## config.mk

```make
export PLATFORM = sky130hd
export DESIGN_NAME = irq_claim_ctrl
export DESIGN_NICKNAME = d
export VERILOG_FILES = /design/src/rtl/icc_pkg.sv /design/src/rtl/icc_gateway.sv /design/src/rtl/icc_arbiter.sv /design/src/rtl/irq_claim_ctrl.sv
export SDC_FILE = /design/constraint.sdc
export NUM_CORES = 1
export LEC_CHECK = 0
export BUFFER_PORTS_ARGS = -buffer_cell sky130_fd_sc_hd__clkbuf_2
export CAP_MARGIN = 20
export CORE_ASPECT_RATIO = 0.75
export CORE_MARGIN = 8
export CORE_UTILIZATION = 60
export DETAILED_ROUTE_END_ITERATION = 7
export PLACE_DENSITY = 0.76
export SYNTH_ARGS = -nofsm -noshare
export SYNTH_HDL_FRONTEND = slang
export SYNTH_SLANG_ARGS = --single-unit
```

## constraint.sdc

```tcl
create_clock -name clk -period 64.8 [get_ports clk]
set_input_delay 12.96 -clock clk [delete_from_list [all_inputs] [get_ports clk]]
set_output_delay 12.96 -clock clk [all_outputs]
set_load 0.01 [all_outputs]
```

## src/rtl/icc_pkg.sv

```systemverilog
package icc_pkg;

  typedef enum logic {
    TRIG_LEVEL = 1'b0,
    TRIG_EDGE  = 1'b1
  } trig_e;

  localparam logic [31:0] PRIO_BASE  = 32'h0000_0000;
  localparam logic [31:0] EN_BASE    = 32'h0000_2000;
  localparam logic [31:0] EN_STRIDE  = 32'h0000_0080;
  localparam logic [31:0] CTX_BASE   = 32'h0020_0000;
  localparam logic [31:0] CTX_STRIDE = 32'h0000_1000;
  localparam logic [31:0] THR_OFS    = 32'h0000_0000;
  localparam logic [31:0] CLAIM_OFS  = 32'h0000_0004;

  function automatic logic [31:0] prio_addr(input int unsigned id);
    return PRIO_BASE + 32'(4 * id);
  endfunction

  function automatic logic [31:0] en_addr(input int unsigned ctx, input int unsigned word);
    return EN_BASE + 32'(ctx) * EN_STRIDE + 32'(4 * word);
  endfunction

  function automatic logic [31:0] thr_addr(input int unsigned ctx);
    return CTX_BASE + 32'(ctx) * CTX_STRIDE + THR_OFS;
  endfunction

  function automatic logic [31:0] claim_addr(input int unsigned ctx);
    return CTX_BASE + 32'(ctx) * CTX_STRIDE + CLAIM_OFS;
  endfunction

endpackage

```

## src/rtl/icc_gateway.sv

```systemverilog
module icc_gateway
  import icc_pkg::*;
#(
  parameter trig_e MODE = TRIG_LEVEL
) (
  input  logic clk,
  input  logic rst_n,
  input  logic src_i,
  input  logic claim_i,
  input  logic cmpl_i,
  output logic pend_o,
  output logic busy_o
);

  logic req;
  logic pend_q, pend_d;
  logic busy_q, busy_d;

  if (MODE == TRIG_EDGE) begin : g_edge
    logic prev_q;
    always_ff @(posedge clk or negedge rst_n) begin
      if (!rst_n) prev_q <= 1'b0;
      else        prev_q <= src_i;
    end
    assign req = src_i & ~prev_q;
  end else begin : g_level
    assign req = src_i;
  end

  always_comb begin
    pend_d = pend_q;
    busy_d = busy_q;
    if (claim_i) begin
      pend_d = 1'b0;
      busy_d = 1'b1;
    end else if (cmpl_i && busy_q) begin
      busy_d = 1'b0;
    end else if (!busy_q && req) begin
      pend_d = 1'b1;
    end
  end

  always_ff @(posedge clk or negedge rst_n) begin
    if (!rst_n) begin
      pend_q <= 1'b0;
      busy_q <= 1'b0;
    end else begin
      pend_q <= pend_d;
      busy_q <= busy_d;
    end
  end

  assign pend_o = pend_q;
  assign busy_o = busy_q;

endmodule

```

## src/rtl/icc_arbiter.sv

```systemverilog
module icc_arbiter #(
  parameter int NUM_SRC = 31,
  parameter int PRIO_W  = 3,
  parameter int ID_W    = $clog2(NUM_SRC + 1)
) (
  input  logic [NUM_SRC:1]             pend_i,
  input  logic [NUM_SRC:1]             en_i,
  input  logic [NUM_SRC:1][PRIO_W-1:0] prio_i,
  input  logic [PRIO_W-1:0]            thr_i,
  output logic [ID_W-1:0]              best_id_o,
  output logic                         req_o
);

  logic [PRIO_W-1:0] best_p;

  // Scan from the top ID down; ">=" lets a lower ID take over on a tie.
  always_comb begin
    best_id_o = '0;
    best_p    = '0;
    for (int s = NUM_SRC; s >= 1; s--) begin
      if (pend_i[s] && en_i[s] && (prio_i[s] > thr_i) && (prio_i[s] >= best_p)) begin
        best_id_o = ID_W'(s);
        best_p    = prio_i[s];
      end
    end
    req_o = (best_id_o != '0);
  end

endmodule

```

## src/rtl/irq_claim_ctrl.sv

```systemverilog
module irq_claim_ctrl
  import icc_pkg::*;
#(
  parameter int NUM_SRC = 31,
  parameter int NUM_CTX = 2,
  parameter int PRIO_W  = 3,
  parameter int ADDR_W  = 22,
  parameter logic [NUM_SRC:1] EDGE_MASK = {{(NUM_SRC - NUM_SRC/2){1'b1}}, {(NUM_SRC/2){1'b0}}}
) (
  input  logic               clk,
  input  logic               rst_n,
  input  logic [NUM_SRC-1:0] src_in,
  input  logic               bus_req,
  input  logic               bus_we,
  input  logic [ADDR_W-1:0]  bus_addr,
  input  logic [31:0]        bus_wdata,
  output logic [31:0]        bus_rdata,
  output logic [NUM_CTX-1:0] irq_out
);

  localparam int ID_W     = $clog2(NUM_SRC + 1);
  localparam int EN_WORDS = (NUM_SRC + 32) / 32;
  localparam int EN_BITS  = EN_WORDS * 32;

  logic [NUM_SRC:1][PRIO_W-1:0]  prio_q, prio_d;
  logic [NUM_CTX-1:0][NUM_SRC:1] en_q, en_d;
  logic [NUM_CTX-1:0][PRIO_W-1:0] thr_q, thr_d;

  logic [NUM_SRC:1] pend_vec, busy_vec, claim_vec, cmpl_vec;
  logic [NUM_CTX-1:0][ID_W-1:0] best_id;

  logic        rd_en, wr_en;
  logic [31:0] addr32;
  logic [EN_BITS-1:0] ew;

  assign rd_en  = bus_req & ~bus_we;
  assign wr_en  = bus_req &  bus_we;
  assign addr32 = 32'(bus_addr);

  // Source gateways
  for (genvar s = 1; s <= NUM_SRC; s++) begin : g_src
    icc_gateway #(.MODE(trig_e'(EDGE_MASK[s]))) u_gw (
      .clk    (clk),
      .rst_n  (rst_n),
      .src_i  (src_in[s-1]),
      .claim_i(claim_vec[s]),
      .cmpl_i (cmpl_vec[s]),
      .pend_o (pend_vec[s]),
      .busy_o (busy_vec[s])
    );
  end

  // Per-context arbitration
  for (genvar c = 0; c < NUM_CTX; c++) begin : g_ctx
    icc_arbiter #(.NUM_SRC(NUM_SRC), .PRIO_W(PRIO_W), .ID_W(ID_W)) u_arb (
      .pend_i   (pend_vec),
      .en_i     (en_q[c]),
      .prio_i   (prio_q),
      .thr_i    (thr_q[c]),
      .best_id_o(best_id[c]),
      .req_o    (irq_out[c])
    );
  end

  // Register decode, read mux and handshake strobes
  always_comb begin
    prio_d    = prio_q;
    en_d      = en_q;
    thr_d     = thr_q;
    bus_rdata = '0;
    claim_vec = '0;
    cmpl_vec  = '0;
    ew        = '0;

    for (int s = 1; s <= NUM_SRC; s++) begin
      if (addr32 == prio_addr(s)) begin
        bus_rdata = 32'(prio_q[s]);
        if (wr_en) prio_d[s] = bus_wdata[PRIO_W-1:0];
      end
    end

    for (int c = 0; c < NUM_CTX; c++) begin
      for (int w = 0; w < EN_WORDS; w++) begin
        if (addr32 == en_addr(c, w)) begin
          ew        = EN_BITS'({en_q[c], 1'b0});
          bus_rdata = ew[32*w +: 32];
          if (wr_en) begin
            ew[32*w +: 32] = bus_wdata;
            en_d[c]        = ew[NUM_SRC:1];
          end
        end
      end

      if (addr32 == thr_addr(c)) begin
        bus_rdata = 32'(thr_q[c]);
        if (wr_en) thr_d[c] = bus_wdata[PRIO_W-1:0];
      end

      if (addr32 == claim_addr(c)) begin
        bus_rdata = 32'(best_id[c]);
        for (int s = 1; s <= NUM_SRC; s++) begin
          if (rd_en && (best_id[c] == ID_W'(s))) claim_vec[s] = 1'b1;
          if (wr_en && (bus_wdata == 32'(s)))     cmpl_vec[s]  = 1'b1;
        end
      end
    end
  end

  always_ff @(posedge clk or negedge rst_n) begin
    if (!rst_n) begin
      prio_q <= '0;
      en_q   <= '0;
      thr_q  <= '0;
    end else if (wr_en) begin
      prio_q <= prio_d;
      en_q   <= en_d;
      thr_q  <= thr_d;
    end
  end

endmodule

```

==> Flow_metrics.wiki <==
{| class="wikitable"
! Metric !! Value
|-
| Worst setup path class || reg -> out
|-
| Proportion of layout cells with a drive suffix above 1 || 0.144
|-
| Remaining global-route overflow || 0
|-
| # fillers || 3,279
|-
| Number of hold-slack violations in the final timing report || 0
|-
| Number of hold buffers added after cts || 0
|-
| Full die area || 46,300 sq um
|-
| Buffers inserted by post-CTS timing repair || 0
|-
| CP Max Fanout || 32
|-
| CTS HTree Levels || 1
|-
| Required time at the endpoint of the critical path || 51.84 ns
|-
| Endpoint kind of the worst setup timing path || output port
|-
| Die boundary height || 188 microns
|-
| DRC Markers || 0
|-
| Routed vias || 24.8k
|-
| Transition time at the pin with the least slew margin || 1.18 ns
|-
| Synthesis warning total || 0
|-
| Slowest cell on the critical path || or4b_2
|-
| Number of I/O port buffers || 122
|-
| Total GRT Usage || 0.395
|-
| Share of flip-flops with an asynchronous set or reset || 1.00
|-
| Sequential fraction of the synthesis area || 0.252
|-
| Number of flops mapped to enable cells by yosys || 0
|-
| Element type at the critical path start || flop
|-
| Cell count after synthesis || 2,800
|-
| Number of buffers created by CTS || 28
|-
| Most common cell type on the critical path || ha_1
|-
| Overall routed net length || 94.7 mm
|-
| CTS resizes || 0
|-
| Arrival time at the worst endpoint || 48.67 ns
|-
| Longest Clk Path Bufs || 3
|-
| Estimated wirelength of the detail-placed design || 72.5 mm
|-
| Number of sinks on the clock net || 239
|-
| Ys flop type || dfrtp_1
|-
| Crit path time final || 61.63 ns
|-
| Clock Tree Root || clkbuf_16
|-
| I/O pin cnt || 123
|-
| Number of core rows || 63
|-
| Synthesized area || 23,800 sq um
|-
| Highest attainable clock frequency || 16.2 MHz
|-
| Die Width || 246 microns
|-
| Setup TNS Final || 0 ns
|-
| Share of the clock period used by the worst path after layout || 0.951
|-
| Number of routed nets with antenna violations || 0
|-
| RSZ-0062 raised after global routing || false
|-
| Number of nets in the layout || 3,290
|-
| Highest cell delay on the worst timing path || 0.62 ns
|-
| Flop and latch count out of synthesis || 239
|-
| Number of distinct library cells after synthesis || 101
|-
| Worst voltage drop across the vdd grid || 21.9 uV
|-
| Clock slew seen by the registers of the worst setup and hold paths || 0.06 ns
|-
| Insertion delay to the later sink of the worst-skew pair || 0.61 ns
|-
| Reported leakage power || 12.2 nW
|-
| Initial antenna violation count || 6
|-
| Number of global-route vias before repair || 23.9k
|-
| Final standard cell utilization of the core || 0.663
|-
| Standard cell core area || 39,300 sq um
|-
| Area growth from synthesis to layout || 9.63%
|-
| Total placed instance area || 25,000 sq um
|-
| Count of final max-slew check failures || 0
|-
| Run status || complete, no violations
|-
| Synthesized net count || 3,181
|-
| Worst-case headroom to the max-slew limit || 0.206
|-
| Number of setup violations in the final report || 0
|-
| Effective utilization at floorplan || 0.605
|-
| CTS tree || yes
|-
| Number of violations reported at the end of detailed-routing iteration 0 || 3,208
|-
| Largest net degree at the start of global routing || 106
|-
| Number of cells in the design after placement || 3,397
|-
| Number of maximum-capacitance violations || 0
|-
| Min-delay worst type || reg -> reg
|-
| Routed length per instance || 27.4 microns
|-
| Max Clock Skew || 0.0273 ns
|-
| Avg Inst Size Synth || 8.48 sq um
|-
| Cell Count, Final, Fillers Out || 3,453
|-
| Global-route wire length before repair || 143 mm
|-
| Vias/cell || 7.19
|-
| Routability cong. || 1.02
|-
| First-pass detailed-route iteration total || 8
|-
| Finished Cell Area || 26,000 sq um
|-
| Minimum hold slack || 0.526 ns
|-
| Pwr Density || 12.8 nW/um^2
|}
## Yosys cell counts, types with 24 or more instances
cell type | instances | area [sq um]
a22o_1 | 32 | 280
nor3_1 | 61 | 305
o21a_1 | 68 | 510
a211oi_1 | 33 | 248
nor4_1 | 24 | 150
a21o_1 | 60 | 450
inv_1 | 162 | 608
clkbuf_1 | 51 | 191
ha_1 | 292 | 3650
mux2_2 | 137 | 1540
and2_1 | 52 | 325
o21ai_0 | 173 | 866
a31oi_1 | 49 | 307
a311oi_1 | 29 | 254
o211ai_1 | 31 | 233
nand2_1 | 253 | 950
nor2b_1 | 73 | 457
dfrtp_1 | 239 | 5980
nand3_1 | 102 | 510
a21oi_1 | 151 | 756
nor2_1 | 170 | 638
nand2b_1 | 64 | 400
nor3b_1 | 26 | 195
## final timing paths
check | cells past startpoint | slack [ns] | from | to
worst min register to register | 1 | 0.53 | thr_q[5] | thr_q[5]
max in group asynchronous | 3 | 49.99 | rst_n | thr_q[5]
worst min-delay path | 1 | 0.53 | thr_q[5] | thr_q[5]
min in group asynchronous | 1 | 12.43 | rst_n | g_src[15].u_gw.busy_o
worst max-delay path | 211 | 3.17 | thr_q[1] | irq_out[0]
worst max register to register | 209 | 16.17 | prio_q[91] | g_src[12].u_gw.pend_o
## final cells by class
cell class | count | area (sq um) | area share
timing repair buffer | 150 | 855 | 0.0328
tap | 520 | 651 | 0.0250
clock inverter | 16 | 193 | 0.00740
inverter | 162 | 608 | 0.0234
multi-input combinational | 2328 | 17000 | 0.651
clock buffer | 35 | 787 | 0.0302
antenna | 3 | 7.51 | 0.000288
sequential | 239 | 5980 | 0.230
## critical path: cells and delay by family, from the launching register on
| family | cells | cell delay, ns |
|---|---|---|
| adder cells (fa/ha/maj) | 44 | 12.81 |
| multiplexers | 8 | 3.00 |
| buffers and inverters | 6 | 0.90 |
| AND/OR/NAND/NOR | 72 | 12.21 |
| AO/OA/AOI/OAI | 81 | 18.67 |
| flip-flops | 1 | 0.38 |
## stage by stage
step                      setup slack, ns  total power (W)
after global placement               4.14         0.000165
after CTS                            2.69         0.000333
after floorplan                      9.99         0.000156
after detailed placement             3.55         0.000165
final                                3.17         0.000332
after global routing                0.145         0.000339
## flip-flops by register name (all words and copies together) (netlist names)
| name | count |
|---|---|
| prio_q | 93 |
| en_q | 62 |
| g_src.u_gw.busy_o | 31 |
| g_src.u_gw.pend_o | 31 |
| g_src.u_gw.g_edge.prev_q | 16 |
| thr_q | 6 |
## logic make-up after synthesis
| logic type | synth area share |
|---|---|
| buffers and inverters | 0.0376 |
| flip-flops | 0.252 |
| AO/OA/AOI/OAI | 0.274 |
| adder cells (fa/ha/maj) | 0.163 |
| multiplexers | 0.0713 |
| AND/OR/NAND/NOR | 0.202 |
## layer usage
metal  vias to the layer above  wire [microns]  share of wire  global-route usage
met5                         -              46        0.00049             0.00326
met4                         6            4130          0.044               0.142
met3                       283           13400           0.14               0.133
met2                      1556           37900           0.40               0.564
met1                     12079           39300           0.41               0.549
li1                      10891               -              -                   -
## placed cells by master (no fill, tap or decap), types with 51 or more instances in the layout
cell type and n:
o21ai_0 173, clkbuf_2 121, a21o_1 60, dfrtp_1 239, nor2_1 168, and2_1 51, nor2b_1 73, nand2b_1 64
inv_1 162, nand3_1 102, mux2_2 137, nor3_1 58, a21oi_1 150, o21a_1 68, ha_1 292, nand2_1 253
## report_power, final
part           switching [W]  leakage [nW]  internal, W  total [W]
logic             0.00000965          8.77   0.00000334  0.0000130
registers        0.000000154          2.92     0.000150   0.000150
clock network      0.0000743         0.473    0.0000953   0.000170
No activity file was read; power rests on OpenSTA's default activity.
